===== src/rtl/vcm_pkg.sv =====
package vcm_pkg;
  typedef enum logic [1:0] {
    ADD_RIPPLE    = 2'd0,
    ADD_LOOKAHEAD = 2'd1,
    ADD_PREFIX    = 2'd2
  } adder_arch_e;
endpackage


===== src/rtl/vcm_adder.sv =====
module vcm_adder #(
  parameter int                   W    = 8,
  parameter vcm_pkg::adder_arch_e ARCH = vcm_pkg::ADD_PREFIX
) (
  input  logic [W-1:0] a,
  input  logic [W-1:0] b,
  input  logic         cin,
  output logic [W-1:0] sum,
  output logic         cout
);
  localparam int NG = (W + 3) / 4;
  localparam int WP = NG * 4;
  localparam int LV = (W > 1) ? $clog2(W) : 1;

  logic [W:0] ref_sum;
  assign ref_sum = {1'b0, a} + {1'b0, b} + {{W{1'b0}}, cin};

  generate
    if (ARCH == vcm_pkg::ADD_RIPPLE) begin : g_ripple
      always_comb begin
        logic [W:0] c;
        c = '0;
        c[0] = cin;
        for (int i = 0; i < W; i++) begin
          sum[i]   = a[i] ^ b[i] ^ c[i];
          c[i+1]   = (a[i] & b[i]) | ((a[i] ^ b[i]) & c[i]);
        end
        cout = c[W];
      end
      always_comb begin
        assert_rca_sum_R5: assert ({cout, sum} == ref_sum)
          else $error("ripple adder sum mismatch");
      end
    end else if (ARCH == vcm_pkg::ADD_LOOKAHEAD) begin : g_lookahead
      logic [WP-1:0] ap, bp;
      assign ap = WP'(a);
      assign bp = WP'(b);
      always_comb begin
        logic [WP-1:0] g, p;
        logic [WP:0]   c;
        logic          term, chain;
        g = ap & bp;
        p = ap ^ bp;
        c = '0;
        c[0] = cin;
        for (int grp = 0; grp < NG; grp++) begin
          for (int k = 0; k < 4; k++) begin
            term = 1'b0;
            for (int m = 0; m <= k; m++) begin
              chain = g[grp*4 + m];
              for (int n = m + 1; n <= k; n++) chain = chain & p[grp*4 + n];
              term = term | chain;
            end
            chain = c[grp*4];
            for (int n = 0; n <= k; n++) chain = chain & p[grp*4 + n];
            c[grp*4 + k + 1] = term | chain;
          end
        end
        for (int i = 0; i < W; i++) sum[i] = p[i] ^ c[i];
        cout = c[W];
      end
      always_comb begin
        assert_cla_sum_R6: assert ({cout, sum} == ref_sum)
          else $error("lookahead adder sum mismatch");
      end
    end else begin : g_prefix
      always_comb begin
        logic [W-1:0] p0, gg, pp, gn, pn;
        int d;
        p0 = a ^ b;
        gg = a & b;
        pp = p0;
        gg[0] = gg[0] | (p0[0] & cin);
        for (int s = 0; s < LV; s++) begin
          d = 1 << s;
          for (int i = 0; i < W; i++) begin
            if (i >= d) begin
              gn[i] = gg[i] | (pp[i] & gg[i-d]);
              pn[i] = pp[i] & pp[i-d];
            end else begin
              gn[i] = gg[i];
              pn[i] = pp[i];
            end
          end
          gg = gn;
          pp = pn;
        end
        sum[0] = p0[0] ^ cin;
        for (int i = 1; i < W; i++) sum[i] = p0[i] ^ gg[i-1];
        cout = gg[W-1];
      end
      always_comb begin
        assert_ks_sum_R7: assert ({cout, sum} == ref_sum)
          else $error("prefix adder sum mismatch");
      end
    end
  endgenerate
endmodule


===== src/rtl/vcm_tile.sv =====
module vcm_tile #(
  parameter int                   N    = 16,
  parameter int                   BASE = 2,
  parameter vcm_pkg::adder_arch_e ARCH = vcm_pkg::ADD_PREFIX
) (
  input  logic [N-1:0]   a,
  input  logic [N-1:0]   b,
  output logic [2*N-1:0] prod
);
  localparam int PW = 2 * N;
  localparam int H  = N / 2;
  localparam int CW = 2 * $clog2(N + 1) + 2;

  generate
    if (N <= BASE) begin : g_base
      always_comb begin
        logic [CW-1:0] acc, carry;
        int j;
        prod  = '0;
        carry = '0;
        for (int col = 0; col < PW - 1; col++) begin
          acc = carry;
          for (int i = 0; i < N; i++) begin
            j = col - i;
            if (j >= 0 && j < N) acc = acc + {{(CW-1){1'b0}}, a[i] & b[j]};
          end
          prod[col] = acc[0];
          carry     = acc >> 1;
        end
        prod[PW-1] = carry[0];
      end
    end else begin : g_split
      logic [N-1:0]  p_hh, p_hl, p_lh, p_ll;
      logic [N-1:0]  mid_sum;
      logic          mid_cout;
      logic [PW-1:0] mid_shift;
      logic          merge_cout;

      vcm_tile #(.N(H), .BASE(BASE), .ARCH(ARCH)) u_hh (.a(a[N-1:H]), .b(b[N-1:H]), .prod(p_hh));
      vcm_tile #(.N(H), .BASE(BASE), .ARCH(ARCH)) u_hl (.a(a[N-1:H]), .b(b[H-1:0]), .prod(p_hl));
      vcm_tile #(.N(H), .BASE(BASE), .ARCH(ARCH)) u_lh (.a(a[H-1:0]), .b(b[N-1:H]), .prod(p_lh));
      vcm_tile #(.N(H), .BASE(BASE), .ARCH(ARCH)) u_ll (.a(a[H-1:0]), .b(b[H-1:0]), .prod(p_ll));

      vcm_adder #(.W(N), .ARCH(ARCH)) u_mid (
        .a(p_hl), .b(p_lh), .cin(1'b0), .sum(mid_sum), .cout(mid_cout)
      );

      assign mid_shift = PW'({mid_cout, mid_sum, {H{1'b0}}});

      vcm_adder #(.W(PW), .ARCH(ARCH)) u_merge (
        .a({p_hh, p_ll}), .b(mid_shift), .cin(1'b0), .sum(prod), .cout(merge_cout)
      );

      always_comb begin
        assert_no_overflow_R1: assert (merge_cout == 1'b0)
          else $error("tile merge overflowed");
      end
    end
  endgenerate

  always_comb begin
    assert_tile_prod_R1: assert (prod == PW'(a) * PW'(b))
      else $error("tile product mismatch");
  end
endmodule


===== src/rtl/vcm_mult16.sv =====
module vcm_mult16 #(
  parameter int                   OPW  = 16,
  parameter int                   BASE = 2,
  parameter vcm_pkg::adder_arch_e ARCH = vcm_pkg::ADD_PREFIX
) (
  input  logic [OPW-1:0]   op_a,
  input  logic [OPW-1:0]   op_b,
  output logic [2*OPW-1:0] product
);
  localparam int PW = 2 * OPW;

  vcm_tile #(.N(OPW), .BASE(BASE), .ARCH(ARCH)) u_root (
    .a(op_a), .b(op_b), .prod(product)
  );

  always_comb begin
    assert_zero_R2: assert (!((op_a == '0) || (op_b == '0)) || (product == '0))
      else $error("zero operand gave nonzero product");
    assert_unit_a_R3: assert ((op_a != OPW'(1)) || (product == PW'(op_b)))
      else $error("unit op_a mismatch");
    assert_unit_b_R3: assert ((op_b != OPW'(1)) || (product == PW'(op_a)))
      else $error("unit op_b mismatch");
    assert_allones_R4: assert (!((&op_a) && (&op_b)) ||
                               (product == {{(OPW-1){1'b1}}, 1'b0, {(OPW-1){1'b0}}, 1'b1}))
      else $error("all-ones product mismatch");
  end
endmodule


===== config.mk =====
export PLATFORM = sky130hd
export DESIGN_NAME = vcm_mult16
export DESIGN_NICKNAME = d
export VERILOG_FILES = /design/src/rtl/vcm_pkg.sv /design/src/rtl/vcm_adder.sv /design/src/rtl/vcm_tile.sv /design/src/rtl/vcm_mult16.sv
export SDC_FILE = /design/constraint.sdc
export NUM_CORES = 1
export LEC_CHECK = 0
export ABC_CLOCK_PERIOD_IN_PS = 21200
export BUFFER_PORTS_ARGS = -buffer_cell sky130_fd_sc_hd__buf_2
export CORE_UTILIZATION = 60
export DETAILED_ROUTE_END_ITERATION = 8
export PLACE_DENSITY = 0.85
export SYNTH_ARGS = -nofsm -noshare
export SYNTH_HDL_FRONTEND = slang
export SYNTH_SLANG_ARGS = --single-unit

===== constraint.sdc =====
create_clock -name vclk -period 21.2
set_input_delay 3.18 -clock vclk [all_inputs]
set_output_delay 3.18 -clock vclk [all_outputs]
set_load 0.03 [all_outputs]

==> flow_metrics.py, run 1 <==
metrics = {
    "run_status": {
        "outcome": "complete, no violations",
    },
    "final_layout": {
        "nets": 1941,
        "design.seq.count": 0,
        "n_clock_buffer": 0,
        "n_antenna_cell": 0,
        "seq_area_um2": 0,
        "area_delta_synth_final_pct": 4.400,
        "post_layout_nonfiller_instances": 1757,
        "design_area_um2": 12620,
        "layout-drive-gt1-share_pct": 5.027,
    },
    "grt": {
        "grt_use_total_pct": 25.51,
        "grt_pass1_vias": 9890,
        "grt_max_degree": 17,
        "grt_pass1_wl_mm": 43.59,
        "grt_antenna_before_repair": 0,
        "grt.overflow.total": 0,
    },
    "floorplan": {
        "rows": 51,
        "die_area_um2": 20710,
        "boundaryPins": 64,
        "initial_core_util_pct": 61.68,
        "die_w_um": 143.9,
        "fp.dieH_um": 143.9,
        "core_um2": 19590,
    },
    "synthesis": {
        "syn_area_um2": 12080,
        "synth_largest_area_cell": "ha_1",
        "syn_nets": 1907,
        "netlist.area_leader.share_pct": 38.62,
        "netlist_top_cells_area": "ha_1 (39%), and2_1 (13%), xnor2_1 (11%)",
        "syn_avg_cell_area_um2": 8.277,
        "synthMostInstantiatedCell": "ha_1",
        "synthTopCellsByCount": "ha_1 (373), and2_1 (256), xnor2_1 (150), a21oi_1 (129), inv_1 (129)",
        "synth-seq-area-share_pct": 0,
        "synth_warnings": 0,
        "ys_types": 54,
        "syn_inst": 1460,
    },
    "timing": {
        "setup_tns_ns": 0,
        "setup_viol": 0,
        "hold_violations": 0,
        "rsz0062_at_grt": "false",
        "min_period_ns": 13.41,
        "fmax_mhz": 74.60,
        "worst_pin_slew_ns": 0.6794,
        "max_slew_margin_pct": 54.71,
        "hold_ws_ns": 6.896,
        "fin_crit_sh_pct": 63.23,
        "slew_violations": 0,
    },
    "drt": {
        "wl_per_cell_um": 14.93,
        "routed_wirelength_mm": 26.22,
        "ant_nets": 0,
        "vias_per_cell": 5.698,
        "dr.pass1.iters": 5,
        "first_iter_violations": 364,
        "drcViolationCount": 0,
        "vias": 10010,
    },
    "place": {
        "portBuffers": 64,
        "dp.cells": 1757,
        "place_hpwl_mm": 22.30,
        "dpl_cell_area_um2": 12620,
        "globalplace.congestion": 0.8798,
    },
    "clock_network": {
        "ctsHoldBuffers": 0,
        "cts_setup_buffers": 0,
        "ctsResizeCount": 0,
    },
    "worst_setup_path": {
        "arrival_ns": 10.23,
        "startpoint": "op_b[9]",
        "crit_type": "in2out",
        "cp_max_fo": 16,
        "critPathRequiredTime_ns": 18.02,
        "cp_common_cell": "ha_1",
        "slowest_delay_ns": 0.58,
        "endpoint_kind": "output pin",
        "critPathLaunchType": "input pin",
        "cp_slowest_cell": "fa_1",
    },
    "job": {
        "drv_cap": 0,
    },
    "worst_hold_path": {
        "hold_depth": 3,
        "min-delay-start": "op_b[0]",
        "worstHoldPathType": "in2out",
    },
}
-- metrics by stage --
step | utilization [%] | setup slack, ns
5_1_grt | 64.40 | 7.293
3_3_place_gp | 64.40 | 8.142
3_5_place_dp | 64.40 | 7.876
2_1_floorplan | - | 8.503
4_1_cts | 64.40 | 7.849
6_report | 64.40 | 7.794
-- path summary, 6_finish.rpt --
kind / end
setup / recovery: product[31]
hold / removal: product[0]
-- cell families (layout without fill, tap and decap cells) --
| group | Yosys count | in the layout | synth area share (%) |
|---|---|---|---|
| mux | 1 | 1 | 0.08284 |
| compound gates | 330 | 330 | 17.71 |
| xor+xnor | 193 | 193 | 14.05 |
| fa+ha+maj | 415 | 415 | 45.58 |
| buf+inv | 161 | 193 | 5.001 |
| simple gates | 360 | 360 | 17.58 |
-- cell usage in the layout (no fill, tap or decap), types with 34 or more instances in the layout --
master / count
a21oi_1: 129
buf_2: 64
inv_1: 129
xor2_1: 42
ha_1: 373
a21o_1: 98
fa_1: 42
o21bai_1: 34
and2_1: 256
xnor2_1: 150
-- per-layer routing --
metal / vias to the layer above / GRT usage, % / share of wire (%)
met5: - / 0 / 0
met4: 0 / 4.927 / 1.4
met3: 26 / 0.7331 / 2.5
met2: 165 / 48.13 / 49
met1: 4728 / 32.05 / 47
li1: 5092 / - / -
-- layout make-up --
| cell class | count | area [µm²] |
|---|---|---|
| Timing Repair Buffer | 64 | 320.3 |
| Multi-Input combinational cell | 1299 | 11480 |
| Fill cell | 1653 | 6974 |
| Tap cell | 265 | 331.6 |
| Inverter | 129 | 484.2 |
-- critical path: cells and delay by family --
family | cells | cell delay [ns]
AOI/OAI and AO/OA | 11 | 2.17
xor gates and xnor gates | 3 | 0.65
adders and majority gates | 7 | 2.57
buffers and inverters | 4 | 0.52
and+or+nand+nor | 8 | 1.12
Power of run 1 is not shown: default switching activity piles up to over one toggle a cycle in this logic, so the estimate is an artifact.
==> inputs of run 2 (changes only) <==
ABC_CLOCK_PERIOD_IN_PS = 12800   (was 21200)
clock period = 12.8 ns   (was 21.2 ns; I/O delays follow)
==> run 2 against run 1 <==
Effect of this change:
- sequential cell count stayed put
- sequential share of layout area is the same
- worst setup slack lost 5.9 ns
- cell area unchanged
- final cell count is the same
- first-iteration DRC count grew 19%
- critical path type unchanged
- highest routed layer unchanged
==> flow_metrics.py, run 2 (same netlist as run 1, synthesis figures left out) <==
metrics = {
    "timing": {
        "slew_violations": 0,
        "worst_pin_slew_ns": 0.6844,
        "rsz0062_at_grt": "false",
        "setup_tns_ns": 0,
        "setup_viol": 0,
        "hold_violations": 0,
        "min_period_ns": 10.88,
        "fin_crit_sh_pct": 84.99,
        "fmax_mhz": 91.93,
        "max_slew_margin_pct": 54.37,
    },
    "grt": {
        "grt_use_total_pct": 25.93,
        "grt_pass1_vias": 9857,
        "grt_max_degree": 17,
        "grt_pass1_wl_mm": 44.31,
        "grt.overflow.total": 0,
        "grt_antenna_before_repair": 0,
    },
    "clock_network": {
        "ctsHoldBuffers": 0,
        "ctsResizeCount": 0,
        "cts_setup_buffers": 0,
    },
    "worst_setup_path": {
        "critPathRequiredTime_ns": 10.88,
        "cp_max_fo": 16,
        "arrival_ns": 8.96,
        "cp_slowest_cell": "fa_1",
        "endpoint_kind": "output pin",
        "slowest_delay_ns": 0.52,
        "cp_common_cell": "ha_1",
        "critPathLaunchType": "input pin",
        "crit_type": "in2out",
    },
    "drt": {
        "vias_per_cell": 5.680,
        "first_iter_violations": 434,
        "ant_nets": 0,
        "vias": 9980,
        "drcViolationCount": 0,
        "routed_wirelength_mm": 26.30,
        "met1_length_mm": 12.23,
        "dr.max_layer_used": "met4",
        "met3WireLength_um": 625,
        "met2_length_mm": 13.08,
        "dr.pass1.iters": 5,
        "wl_per_cell_um": 14.97,
    },
    "final_layout": {
        "nets": 1941,
        "area_delta_synth_final_pct": 4.400,
        "n_antenna_cell": 0,
        "n_clock_buffer": 0,
        "fillers": 1679,
        "final_common_cell": "ha_1",
        "seq_area_um2": 0,
        "layout_common_cells": "ha_1 (373), and2_1 (256), xnor2_1 (150)",
        "design.seq.count": 0,
        "layout-drive-gt1-share_pct": 5.027,
        "multi_input_area_um2": 11480,
    },
    "floorplan": {
        "die_w_um": 143.9,
        "core_um2": 19590,
        "initial_core_util_pct": 61.68,
        "rows": 51,
        "boundaryPins": 64,
        "fp.dieH_um": 143.9,
        "die_area_um2": 20710,
    },
    "worst_hold_path": {
        "hold_depth": 3,
        "min-delay-start": "op_b[0]",
        "worstHoldPathType": "in2out",
        "min_to": "product[0]",
    },
    "place": {
        "portBuffers": 64,
        "globalplace.congestion": 0.8802,
        "place_hpwl_mm": 22.41,
    },
    "job": {
        "drv_cap": 0,
    },
    "run_status": {
        "outcome": "complete, no violations",
    },
}
[run 2: cell counts in the layout (fill, tap and decap cells not counted)]
Identical to the previous run, type by type.
[run 2: routing by layer]
metal	global-route usage (%)	up-vias
met4	4.199	0
li1	-	5089
met1	32.87	4694
met5	0	-
met2	48.92	167
met3	0.7664	30
[run 2: area by class of cell]
cell class,instances,share of cell area [%]
tap,265,2.628
multi-input combinational,1299,91.00
timing repair buffer,64,2.539
inverter,129,3.838
[run 2: worst max-delay path, delay by kind of cell]
kind,cells,cell delay (ns)
buf+inv,5,0.60
simple gates,10,1.37
fa+ha+maj,7,2.78
xor+xnor,2,0.43
compound gates,10,1.84
[run 2: stage by stage]
step / util [%] / cells / cell area, µm² / hold WS, ns / setup slack [ns]
after floorplan: - / 1460 / 12080 / 4.076 / 2.623
after global placement: 64.40 / 1757 / 12620 / 4.358 / 2.258
after detailed placement: 64.40 / 1757 / 12620 / 4.370 / 2.058
after CTS: 64.40 / 1757 / 12620 / 4.373 / 2.048
after global routing: 64.40 / 1757 / 12620 / 4.414 / 1.381
final: 64.40 / 1757 / 12620 / 4.377 / 1.922
[run 2: worst max-delay path by stage]
stage	start	to	slack, ns	cells past startpoint
finish	op_b[9]	product[31]	1.92	34
global route	op_a[3]	product[31]	1.38	31
CTS	op_a[3]	product[31]	2.05	31
detailed placement	op_b[9]	product[31]	2.06	34
global placement	op_a[3]	product[31]	2.26	31
floorplan	op_a[15]	product[30]	2.62	32
Power of run 2 is left out for the same reason.
==> inputs of run 3 (changes only) <==
ABC_CLOCK_PERIOD_IN_PS = 10000   (was 12800)
PLACE_DENSITY = 0.89   (was 0.85)
clock period = 10 ns   (was 12.8 ns; I/O delays follow)
==> run 3 against run 2 <==
Effect of this change:
- count of clock-buffer cells in the layout unchanged
- worst setup slack got worse by 1.7 ns
- sequential cell count unchanged
- core utilization increased by 1.9 points
- sequential share of layout area unchanged
- final cell count increased by 1.5%
- critical path depth decreased by 3
- non-clock buffer count increased by 25
==> flow_metrics.py, run 3 (same netlist as run 1, synthesis figures left out) <==
metrics = {
    "worst_setup_path": {
        "critPathRequiredTime_ns": 8.50,
        "slowest_delay_ns": 0.59,
        "cp_max_fo": 16,
        "path_buf_inv": 4,
        "crit_type": "in2out",
        "critPathLaunchType": "input pin",
        "cp_top_family": "adder cells",
        "endpoint_kind": "output pin",
        "cp_slowest_cell": "fa_1",
        "arrival_ns": 8.28,
    },
    "floorplan": {
        "rows": 51,
        "boundaryPins": 64,
        "initial_core_util_pct": 61.68,
        "die_w_um": 143.9,
        "core_um2": 19590,
        "die_area_um2": 20710,
        "fp.dieH_um": 143.9,
    },
    "final_layout": {
        "n_clock_buffer": 0,
        "nets": 1966,
        "final_core_util_pct": 66.34,
        "layout_common_cells": "ha_1 (368), and2_1 (256), xnor2_1 (142)",
        "seq_area_um2": 0,
        "multi_input_area_um2": 11650,
        "post_layout_nonfiller_instances": 1783,
        "fillers": 1558,
        "layout-drive-gt1-share_pct": 8.767,
        "area_delta_synth_final_pct": 7.548,
        "final_common_cell": "ha_1",
        "design.seq.count": 0,
    },
    "timing": {
        "setup_viol": 0,
        "setup_tns_ns": 0,
        "slew_violations": 0,
        "fmax_mhz": 102.3,
        "hold_violations": 0,
        "fin_crit_sh_pct": 97.76,
        "max_slew_margin_pct": 65.97,
        "min_period_ns": 9.776,
        "worst_pin_slew_ns": 0.5068,
        "setup_slack_ns": 0.2240,
    },
    "worst_hold_path": {
        "min-delay-start": "op_b[0]",
        "hold_depth": 4,
        "min_to": "product[0]",
        "worstHoldPathType": "in2out",
    },
    "place": {
        "place_ws_ns": 0.1648,
        "dp.cells": 1778,
        "globalplace.congestion": 0.8943,
        "place_hpwl_mm": 24.22,
        "portBuffers": 64,
    },
    "drt": {
        "dr.max_layer_used": "met4",
        "vias": 10460,
        "wl_per_cell_um": 16.16,
        "drcViolationCount": 0,
        "routed_wirelength_mm": 28.81,
        "met2_length_mm": 14.06,
        "met1_length_mm": 12.37,
        "dr.pass1.iters": 5,
        "met3WireLength_mm": 1.306,
        "vias_per_cell": 5.867,
        "ant_nets": 0,
        "first_iter_violations": 417,
    },
    "job": {
        "drv_cap": 0,
    },
    "grt": {
        "grt_pass1_wl_mm": 46.55,
        "grt_pass1_vias": 10400,
        "grt.overflow.total": 0,
        "grt_max_degree": 17,
        "grt_antenna_before_repair": 0,
        "grt_use_total_pct": 27.56,
    },
    "clock_network": {
        "ctsHoldBuffers": 0,
    },
    "run_status": {
        "outcome": "complete, no violations",
    },
}
-- run 3: changes by cell type in the layout (fill, tap and decap cells not counted), sizes merged --
cell    previous run  this run
buf               64        84
clkbuf             0         5
diode              0         1
-- run 3: what timing repair did --
| item | in CTS | in global routing |
|---|---|---|
| setup endpoints to repair | 0 | 6 |
| setup buffers | 0 | 4 |
| gates resized for setup | 0 | 43 |
| endpoints found under the hold margin | 0 | 0 |
-- run 3: layout make-up --
type	count	area share, %
tap	265	2.551
timing repair buffer	89	4.024
multi-input combinational	1299	89.68
inverter	129	3.726
antenna	1	0.01925
-- run 3: worst max path at each step --
| stage | from | endpoint | slack (ns) | depth (start not counted) |
|---|---|---|---|---|
| after floorplan | op_a[15] | product[30] | 0.66 | 32 |
| after global placement | op_a[14] | product[31] | 0.36 | 33 |
| after detailed placement | op_a[7] | product[30] | 0.16 | 34 |
| after CTS | op_a[7] | product[30] | 0.15 | 34 |
| after global routing | op_a[2] | product[31] | -0.11 | 33 |
| final | op_a[2] | product[30] | 0.22 | 31 |
-- run 3: metrics by stage --
step           hold slack (ns)  instance area [µm²]
2_1_floorplan            3.236                12080
3_3_place_gp             3.650                12770
3_5_place_dp             3.655                12770
4_1_cts                  3.658                12770
5_1_grt                  3.690                12990
6_report                 3.669                13000
-- run 3: worst min-delay path, stage by stage --
cell and delay (ns):
buf_2 0.17, buf_4 0.19, and2_1 0.14, buf_2 0.17
-- run 3: per-layer routing --
metal	global-route usage, %	vias up
met2	50.19	273
met5	0	-
met1	33.60	4967
li1	-	5148
met3	1.899	73
met4	10.25	0
Power of run 3 is left out for the same reason.
